## config.mk

```make
export PLATFORM = sky130hd
export DESIGN_NAME = rfcmd_seq
export DESIGN_NICKNAME = d
export VERILOG_FILES = /design/src/rtl/rfcmd_pkg.sv /design/src/rtl/rfcmd_rx_track.sv /design/src/rtl/rfcmd_auth_stream.sv /design/src/rtl/rfcmd_host_guard.sv /design/src/rtl/rfcmd_seq.sv
export SDC_FILE = /design/constraint.sdc
export NUM_CORES = 1
export LEC_CHECK = 0
export BUFFER_PORTS_ARGS = -buffer_cell sky130_fd_sc_hd__buf_4
export CORE_UTILIZATION = 30
export DETAILED_ROUTE_END_ITERATION = 16
export SYNTH_ARGS = -nofsm -noshare
export SYNTH_HDL_FRONTEND = slang
export SYNTH_SLANG_ARGS = --single-unit
```

## constraint.sdc

```tcl
create_clock -name clk -period 1.7 [get_ports clk]
set_input_delay 0.34 -clock clk [delete_from_list [all_inputs] [get_ports clk]]
set_output_delay 0.34 -clock clk [all_outputs]
set_load 0.01 [all_outputs]
```

## src/rtl/rfcmd_pkg.sv

```systemverilog
package rfcmd_pkg;

  localparam int BYTE_W = 8;

  typedef enum logic [3:0] {
    CMD_IDLE = 4'h0,
    CMD_RECV = 4'h8,
    CMD_XCV  = 4'hC,
    CMD_AUTH = 4'hE
  } cmd_e;

  typedef enum logic [2:0] {
    ST_IDLE,
    ST_RECV,
    ST_XWAIT,
    ST_XSEND,
    ST_XRECV,
    ST_ACHK,
    ST_ASEND,
    ST_AWAIT
  } seq_st_e;

  localparam logic [BYTE_W-1:0] AUTH_HDR_A = 8'h60;
  localparam logic [BYTE_W-1:0] AUTH_HDR_B = 8'h61;

endpackage

```

## src/rtl/rfcmd_rx_track.sv

```systemverilog
module rfcmd_rx_track
  import rfcmd_pkg::*;
(
  input  logic              clk,
  input  logic              rst_n,
  input  logic              active,
  input  logic              clear,
  input  logic              len_mode,
  input  logic              byte_vld,
  input  logic [BYTE_W-1:0] byte_in,
  input  logic              eof,
  output logic              frame_end
);

  logic              have_q, have_d;
  logic [BYTE_W-1:0] rem_q, rem_d;

  always_comb begin
    if (len_mode)
      frame_end = active & byte_vld &
                  (have_q ? (rem_q == BYTE_W'(1)) : (byte_in == '0));
    else
      frame_end = active & eof;
    have_d = have_q;
    rem_d  = rem_q;
    if (clear || !active || frame_end) begin
      have_d = 1'b0;
    end else if (len_mode && byte_vld) begin
      if (!have_q) begin
        have_d = 1'b1;
        rem_d  = byte_in;
      end else begin
        rem_d = rem_q - BYTE_W'(1);
      end
    end
  end

  always_ff @(posedge clk or negedge rst_n) begin
    if (!rst_n) begin
      have_q <= 1'b0;
      rem_q  <= '0;
    end else begin
      have_q <= have_d;
      rem_q  <= rem_d;
    end
  end


  len_count_chk: assert property (@(posedge clk) disable iff (!rst_n)
    (active && len_mode && byte_vld && have_q && !frame_end && !clear)
      |=> (rem_q == $past(rem_q) - BYTE_W'(1)));

endmodule

```

## src/rtl/rfcmd_auth_stream.sv

```systemverilog
module rfcmd_auth_stream
  import rfcmd_pkg::*;
#(
  parameter int LVL_W      = 7,
  parameter int AUTH_BYTES = 12
) (
  input  logic              clk,
  input  logic              rst_n,
  input  logic              run,
  input  logic [LVL_W-1:0]  fifo_level,
  input  logic [BYTE_W-1:0] fifo_head,
  output logic              hdr_ok,
  output logic              auth_vld,
  output logic [BYTE_W-1:0] auth_byte,
  output logic              auth_last,
  output logic              fifo_pop
);

  localparam int CNT_W = $clog2(AUTH_BYTES);

  logic [CNT_W-1:0] cnt_q, cnt_d;

  always_comb begin
    hdr_ok    = (fifo_level >= LVL_W'(AUTH_BYTES)) &&
                ((fifo_head == AUTH_HDR_A) || (fifo_head == AUTH_HDR_B));
    auth_vld  = run;
    fifo_pop  = run;
    auth_byte = fifo_head;
    auth_last = run && (cnt_q == CNT_W'(AUTH_BYTES - 1));
    cnt_d     = run ? cnt_q + CNT_W'(1) : '0;
  end

  always_ff @(posedge clk or negedge rst_n) begin
    if (!rst_n) cnt_q <= '0;
    else        cnt_q <= cnt_d;
  end


  first_hdr_chk: assert property (@(posedge clk) disable iff (!rst_n)
    $rose(auth_vld) |-> ((auth_byte == AUTH_HDR_A) || (auth_byte == AUTH_HDR_B)));


  last_stop_chk: assert property (@(posedge clk) disable iff (!rst_n)
    auth_last |=> !auth_vld);

endmodule

```

## src/rtl/rfcmd_host_guard.sv

```systemverilog
module rfcmd_host_guard (
  input  logic clk,
  input  logic rst_n,
  input  logic lock,
  input  logic clr,
  input  logic host_rd,
  input  logic host_wr,
  output logic rd_gnt,
  output logic wr_gnt,
  output logic err_wr
);

  logic hit;
  logic err_en;
  logic err_d;

  always_comb begin
    rd_gnt = host_rd & ~lock;
    wr_gnt = host_wr & ~lock;
    hit    = lock & (host_rd | host_wr);
    err_en = hit | clr;
    err_d  = hit;
  end

  always_ff @(posedge clk or negedge rst_n) begin
    if (!rst_n)      err_wr <= 1'b0;
    else if (err_en) err_wr <= err_d;
  end


  lock_err_chk: assert property (@(posedge clk) disable iff (!rst_n)
    (lock && (host_rd || host_wr)) |=> err_wr);


  err_hold_chk: assert property (@(posedge clk) disable iff (!rst_n)
    (err_wr && !clr) |=> err_wr);

endmodule

```

## src/rtl/rfcmd_seq.sv

```systemverilog
module rfcmd_seq
  import rfcmd_pkg::*;
#(
  parameter int LVL_W      = 7,
  parameter int AUTH_BYTES = 12
) (
  input  logic              clk,
  input  logic              rst_n,
  input  logic              cmd_we,
  input  logic [3:0]        cmd_code,
  input  logic              send_set,
  input  logic              multi_rx,
  input  logic              len_mode,
  input  logic              host_rd,
  input  logic              host_wr,
  output logic              host_rd_gnt,
  output logic              host_wr_gnt,
  input  logic [LVL_W-1:0]  fifo_level,
  input  logic [BYTE_W-1:0] fifo_head,
  output logic              fifo_pop,
  output logic              tx_start,
  input  logic              tx_done,
  output logic              rx_start,
  input  logic              rx_byte_vld,
  input  logic [BYTE_W-1:0] rx_byte,
  input  logic              rx_eof,
  output logic              auth_vld,
  output logic [BYTE_W-1:0] auth_byte,
  output logic              auth_last,
  input  logic              auth_done,
  output logic              idle,
  output logic              irq_idle,
  output logic              err_wr,
  output logic              err_auth
);

  logic [1:0] rs_q;
  logic       rst_ns;

  always_ff @(posedge clk or negedge rst_n) begin
    if (!rst_n) rs_q <= 2'b00;
    else        rs_q <= {rs_q[0], 1'b1};
  end
  assign rst_ns = rs_q[1];

  seq_st_e st_q, st_d;
  logic    send_q, send_d;
  logic    tx_go, rx_go, auto_end, auth_bad;
  logic    frame_end, hdr_ok, lock, rx_active;
  logic    err_auth_en, err_auth_d;

  always_comb begin
    lock      = (st_q == ST_ACHK) || (st_q == ST_ASEND) || (st_q == ST_AWAIT);
    rx_active = (st_q == ST_RECV) || (st_q == ST_XRECV);
    idle      = (st_q == ST_IDLE);
  end

  rfcmd_rx_track u_track (
    .clk       (clk),
    .rst_n     (rst_ns),
    .active    (rx_active),
    .clear     (cmd_we),
    .len_mode  (len_mode),
    .byte_vld  (rx_byte_vld),
    .byte_in   (rx_byte),
    .eof       (rx_eof),
    .frame_end (frame_end)
  );

  rfcmd_auth_stream #(
    .LVL_W      (LVL_W),
    .AUTH_BYTES (AUTH_BYTES)
  ) u_auth (
    .clk        (clk),
    .rst_n      (rst_ns),
    .run        (st_q == ST_ASEND),
    .fifo_level (fifo_level),
    .fifo_head  (fifo_head),
    .hdr_ok     (hdr_ok),
    .auth_vld   (auth_vld),
    .auth_byte  (auth_byte),
    .auth_last  (auth_last),
    .fifo_pop   (fifo_pop)
  );

  rfcmd_host_guard u_guard (
    .clk     (clk),
    .rst_n   (rst_ns),
    .lock    (lock),
    .clr     (cmd_we),
    .host_rd (host_rd),
    .host_wr (host_wr),
    .rd_gnt  (host_rd_gnt),
    .wr_gnt  (host_wr_gnt),
    .err_wr  (err_wr)
  );

  always_comb begin
    st_d     = st_q;
    tx_go    = 1'b0;
    rx_go    = 1'b0;
    auto_end = 1'b0;
    auth_bad = 1'b0;
    if (cmd_we) begin
      case (cmd_code)
        CMD_RECV: begin st_d = ST_RECV; rx_go = 1'b1; end
        CMD_XCV:  st_d = ST_XWAIT;
        CMD_AUTH: st_d = ST_ACHK;
        default:  st_d = ST_IDLE;
      endcase
    end else begin
      case (st_q)
        ST_RECV:  if (frame_end && !multi_rx) begin st_d = ST_IDLE; auto_end = 1'b1; end
        ST_XWAIT: if (send_q) begin st_d = ST_XSEND; tx_go = 1'b1; end
        ST_XSEND: if (tx_done) begin st_d = ST_XRECV; rx_go = 1'b1; end
        ST_XRECV: if (frame_end && !multi_rx) st_d = ST_XWAIT;
        ST_ACHK: begin
          if (hdr_ok) st_d = ST_ASEND;
          else begin st_d = ST_IDLE; auth_bad = 1'b1; end
        end
        ST_ASEND: if (auth_last) st_d = ST_AWAIT;
        ST_AWAIT: if (auth_done) begin st_d = ST_IDLE; auto_end = 1'b1; end
        default:  st_d = ST_IDLE;
      endcase
    end
    send_d      = send_set | (send_q & ~tx_go);
    err_auth_en = auth_bad | cmd_we;
    err_auth_d  = auth_bad;
  end

  always_ff @(posedge clk or negedge rst_ns) begin
    if (!rst_ns) begin
      st_q     <= ST_IDLE;
      send_q   <= 1'b0;
      tx_start <= 1'b0;
      rx_start <= 1'b0;
      irq_idle <= 1'b0;
    end else begin
      st_q     <= st_d;
      send_q   <= send_d;
      tx_start <= tx_go;
      rx_start <= rx_go;
      irq_idle <= auto_end;
    end
  end

  always_ff @(posedge clk or negedge rst_ns) begin
    if (!rst_ns)          err_auth <= 1'b0;
    else if (err_auth_en) err_auth <= err_auth_d;
  end


  strobe_excl_chk: assert property (@(posedge clk) disable iff (!rst_ns)
    $onehot0({tx_start, rx_start, irq_idle}));


  irq_idle_chk: assert property (@(posedge clk) disable iff (!rst_ns)
    irq_idle |-> idle);


  recv_end_chk: assert property (@(posedge clk) disable iff (!rst_ns)
    (st_q == ST_RECV && frame_end && !multi_rx && !cmd_we) |=> (irq_idle && idle));


  send_clear_chk: assert property (@(posedge clk) disable iff (!rst_ns)
    tx_start |-> (send_q == $past(send_set)));


  tx_to_rx_chk: assert property (@(posedge clk) disable iff (!rst_ns)
    (st_q == ST_XSEND && tx_done && !cmd_we) |=> rx_start);


  bad_hdr_chk: assert property (@(posedge clk) disable iff (!rst_ns)
    (st_q == ST_ACHK && !cmd_we && !hdr_ok) |=> (err_auth && idle && !auth_vld));


  cmd_wins_chk: assert property (@(posedge clk) disable iff (!rst_ns)
    cmd_we |=> !irq_idle);

endmodule

```

==> out/metrics.yaml <==
status: "complete, but fails checks"
violations: "negative setup slack"
die_h_um: 75.5
ys_seq_elements: 24
coreArea_um2: 5170
fp.dieW_um: 75.5
path_max_fanout: 9
ys_dominant_reg_cell: "dfrtp_1"
die_area_um2: 5700
drt_iter0_markers: 41
antenna_found_initial: 0
fin_crit_sh: 1.02
start_util: 0.313
clock_tree.buffer_depth: 2
yosysUniqueCellTypes: 44
power_mw: 2.39
maxCapViolations: 0
fin_crit_ps: 1740
cts_buffers: 3
grtUsageMet2: 0.276
synthArstFlopShare: 1.00
viasPerCell: 4.79
fillers: 509
port_buffers: 53
htreeDepth: 1
synth_edf_count: 0
overflow: 0
cts_tree: "done"
worst-r2r-setup-slack_ps: -40
rsz0062_at_grt: "true"
holdCritPathClass: "register to async pin"
track_usage: 0.157
setup_ws_ps: -35.6
finalHoldViolCount: 0
avgSynthCellArea_um2: 9.01
drc: 0
startpoint_type: "register"
yosys.area.top_type_share: 0.370
yosysSeqAreaShare: 0.370
synth_top_cell_by_area: "dfrtp_1"
power_leakage_nw: 1.13
synth_area_leaders: "dfrtp_1, nor2_1, buf_4"
finClkSkew_ps: 3.99
r2r_start: "st_q[2]"
final_util: 0.482
first_global_vias: 1512
use_met3: 0.0251
arrival_ps: 1890
clk_pin_slew_worst_paths_ps: 90
use_met1: 0.204
critPathCaptureType: "register"
worstPathRequired_ps: 1850
vias: 1582
timing.rr.end: "u_track.rem_q[2]"
drt_pass1_iterations: 4
rows: 26
dpl.hpwl_mm: 3.13
grt-busiest-layer: "met2"
cts-root-buf: "clkbuf_8"
syn_inst: 180
finalMaxSlewViolations: 0
io_pins: 58
grt_pass1_wl_mm: 6.80
routed_wl_mm: 4.18
clock.fmax_mhz: 576
wl_per_cell_um: 12.7
globalplace.congestion: 0.737
irDropWorstVdd_uv: 370
grt_max_degree: 23
syn2layout_area_growth_pct: 53.7
nNetsFinal: 303
power_density_nw_per_um2: 958
setup_viol: 4
rr_worst_depth: 6
yosys_warnings: 0
drive_gt1_frac: 0.485
diodes: 0
path_class: "register to register"
synth.net_count: 222
synth_area_um2: 1620
clock_sinks: 24
insertion_delay_ps: 260
detail-route-antenna-nets: 0
setup_tns_ps: -65.3
-- flip-flops by register name (all words and copies together) (netlist names) --
| register | cells |
|---|---|
| err_auth | 1 |
| send_q | 1 |
| rs_q | 2 |
| u_track.rem_q | 8 |
| tx_start | 1 |
| irq_idle | 1 |
| u_auth.cnt_q | 4 |
| u_track.have_q | 1 |
| u_guard.err_wr | 1 |
| st_q | 3 |
| rx_start | 1 |
-- worst max-delay path, cell delays in order (launching register included) --
cell	delay, ps
dfrtp_2	470
xnor2_4	180
nor3b_4	260
o2111ai_4	220
buf_12	200
buf_6	100
o22a_1	200
-- cells by family (layout without fill, tap and decap cells) --
logic type      Yosys count  count (layout)  share of synthesized area
compound gates           46              46                      0.215
xor+xnor                  4               4                     0.0332
fa+ha+maj                 3               3                     0.0232
buf+inv                  27             107                     0.0972
flops                    24              24                      0.370
mux                       4               4                     0.0262
other cells               1               1                    0.00231
simple gates             71              71                      0.233
-- where the power goes --
part | internal [mW] | switching [mW] | leakage, nW | total, mW
clock | 0.314 | 0.182 | 0.0357 | 0.496
sequential | 0.695 | 0.124 | 0.299 | 0.819
combinational | 0.590 | 0.482 | 0.794 | 1.07
total | 1.60 | 0.788 | 1.13 | 2.39
-- Yosys cell counts, types with 2 or more instances --
| master | instances |
|---|---|
| nor3_1 | 5 |
| nand2_1 | 12 |
| o22a_1 | 7 |
| o21ai_0 | 7 |
| mux2i_1 | 2 |
| buf_6 | 3 |
| nor4b_1 | 2 |
| mux2_2 | 2 |
| nor2_1 | 20 |
| a22oi_1 | 2 |
| a21o_1 | 2 |
| clkbuf_1 | 6 |
| or3_1 | 4 |
| buf_4 | 9 |
| and2_1 | 3 |
| nand3_1 | 4 |
| a311o_1 | 2 |
| a21oi_1 | 11 |
| xor2_1 | 2 |
| o31ai_1 | 3 |
| and3b_1 | 2 |
| a41oi_1 | 3 |
| dfrtp_1 | 24 |
| nand4_1 | 9 |
| nor2b_1 | 3 |
| ha_1 | 3 |
| and3_1 | 3 |
| inv_1 | 9 |
-- worst max path at each step --
stage / startpoint / to
5_1_grt: st_q[0] / u_track.rem_q[2]
6_report: st_q[2] / u_track.rem_q[2]
3_5_place_dp: rx_byte[6] / u_track.rem_q[3]
3_3_place_gp: rx_byte[6] / st_q[2]
4_1_cts: st_q[0] / auth_last
2_1_floorplan: st_q[0] / u_track.rem_q[0]
-- metrics by stage --
stage / hold slack, ps / instance area [um^2] / setup WS [ps] / instances
floorplan: 44.4 / 1620 / 135 / 180
global placement: 125 / 2190 / -85.1 / 311
detailed placement: 125 / 2190 / -156 / 311
CTS: 231 / 2370 / -27.5 / 324
global route: 230 / 2490 / -117 / 330
finish: 217 / 2490 / -35.6 / 330
-- metal layers --
| layer | part of all wire | wire length, um |
|---|---|---|
| met2 | 0.50 | 2110 |
| met1 | 0.46 | 1930 |
| met3 | 0.028 | 116 |
| met4 | 0.0065 | 27 |
| met5 | 0 | 0 |
-- what timing repair did --
item	4_1_cts	5_1_grt
resized for setup	15	23
hold buffers	1	0
pin swaps	8	8
endpoints found under the hold margin	2	0
buffers inserted	9	6
endpoints found under the setup margin	12	17
-- final cells by class --
class	instances	area, um^2	share of cell area
tap	70	87.6	0.0351
timing repair buffer	94	747	0.300
multi-input combinational	129	948	0.381
inverter	9	33.8	0.0136
sequential	24	604	0.242
clock buffer	3	41.3	0.0166
clock inverter	1	30.0	0.0120
-- placed cells by master, fill, tap and decap left out, types with 3 or more instances in the layout --
cell type and instances:
a41oi_1 3, buf_6 7, buf_4 85, o31ai_1 3, o22a_1 7, a21oi_1 9
nand4_1 9, nand3_1 3, nor2b_1 3, and2_1 3, nor3_2 3, nand2_1 10
clkbuf_8 3, nor2_1 20, o21ai_1 3, or3_1 3, dfrtp_1 21, inv_1 7
dfrtp_2 3
Power figures use the tool's default switching activity.
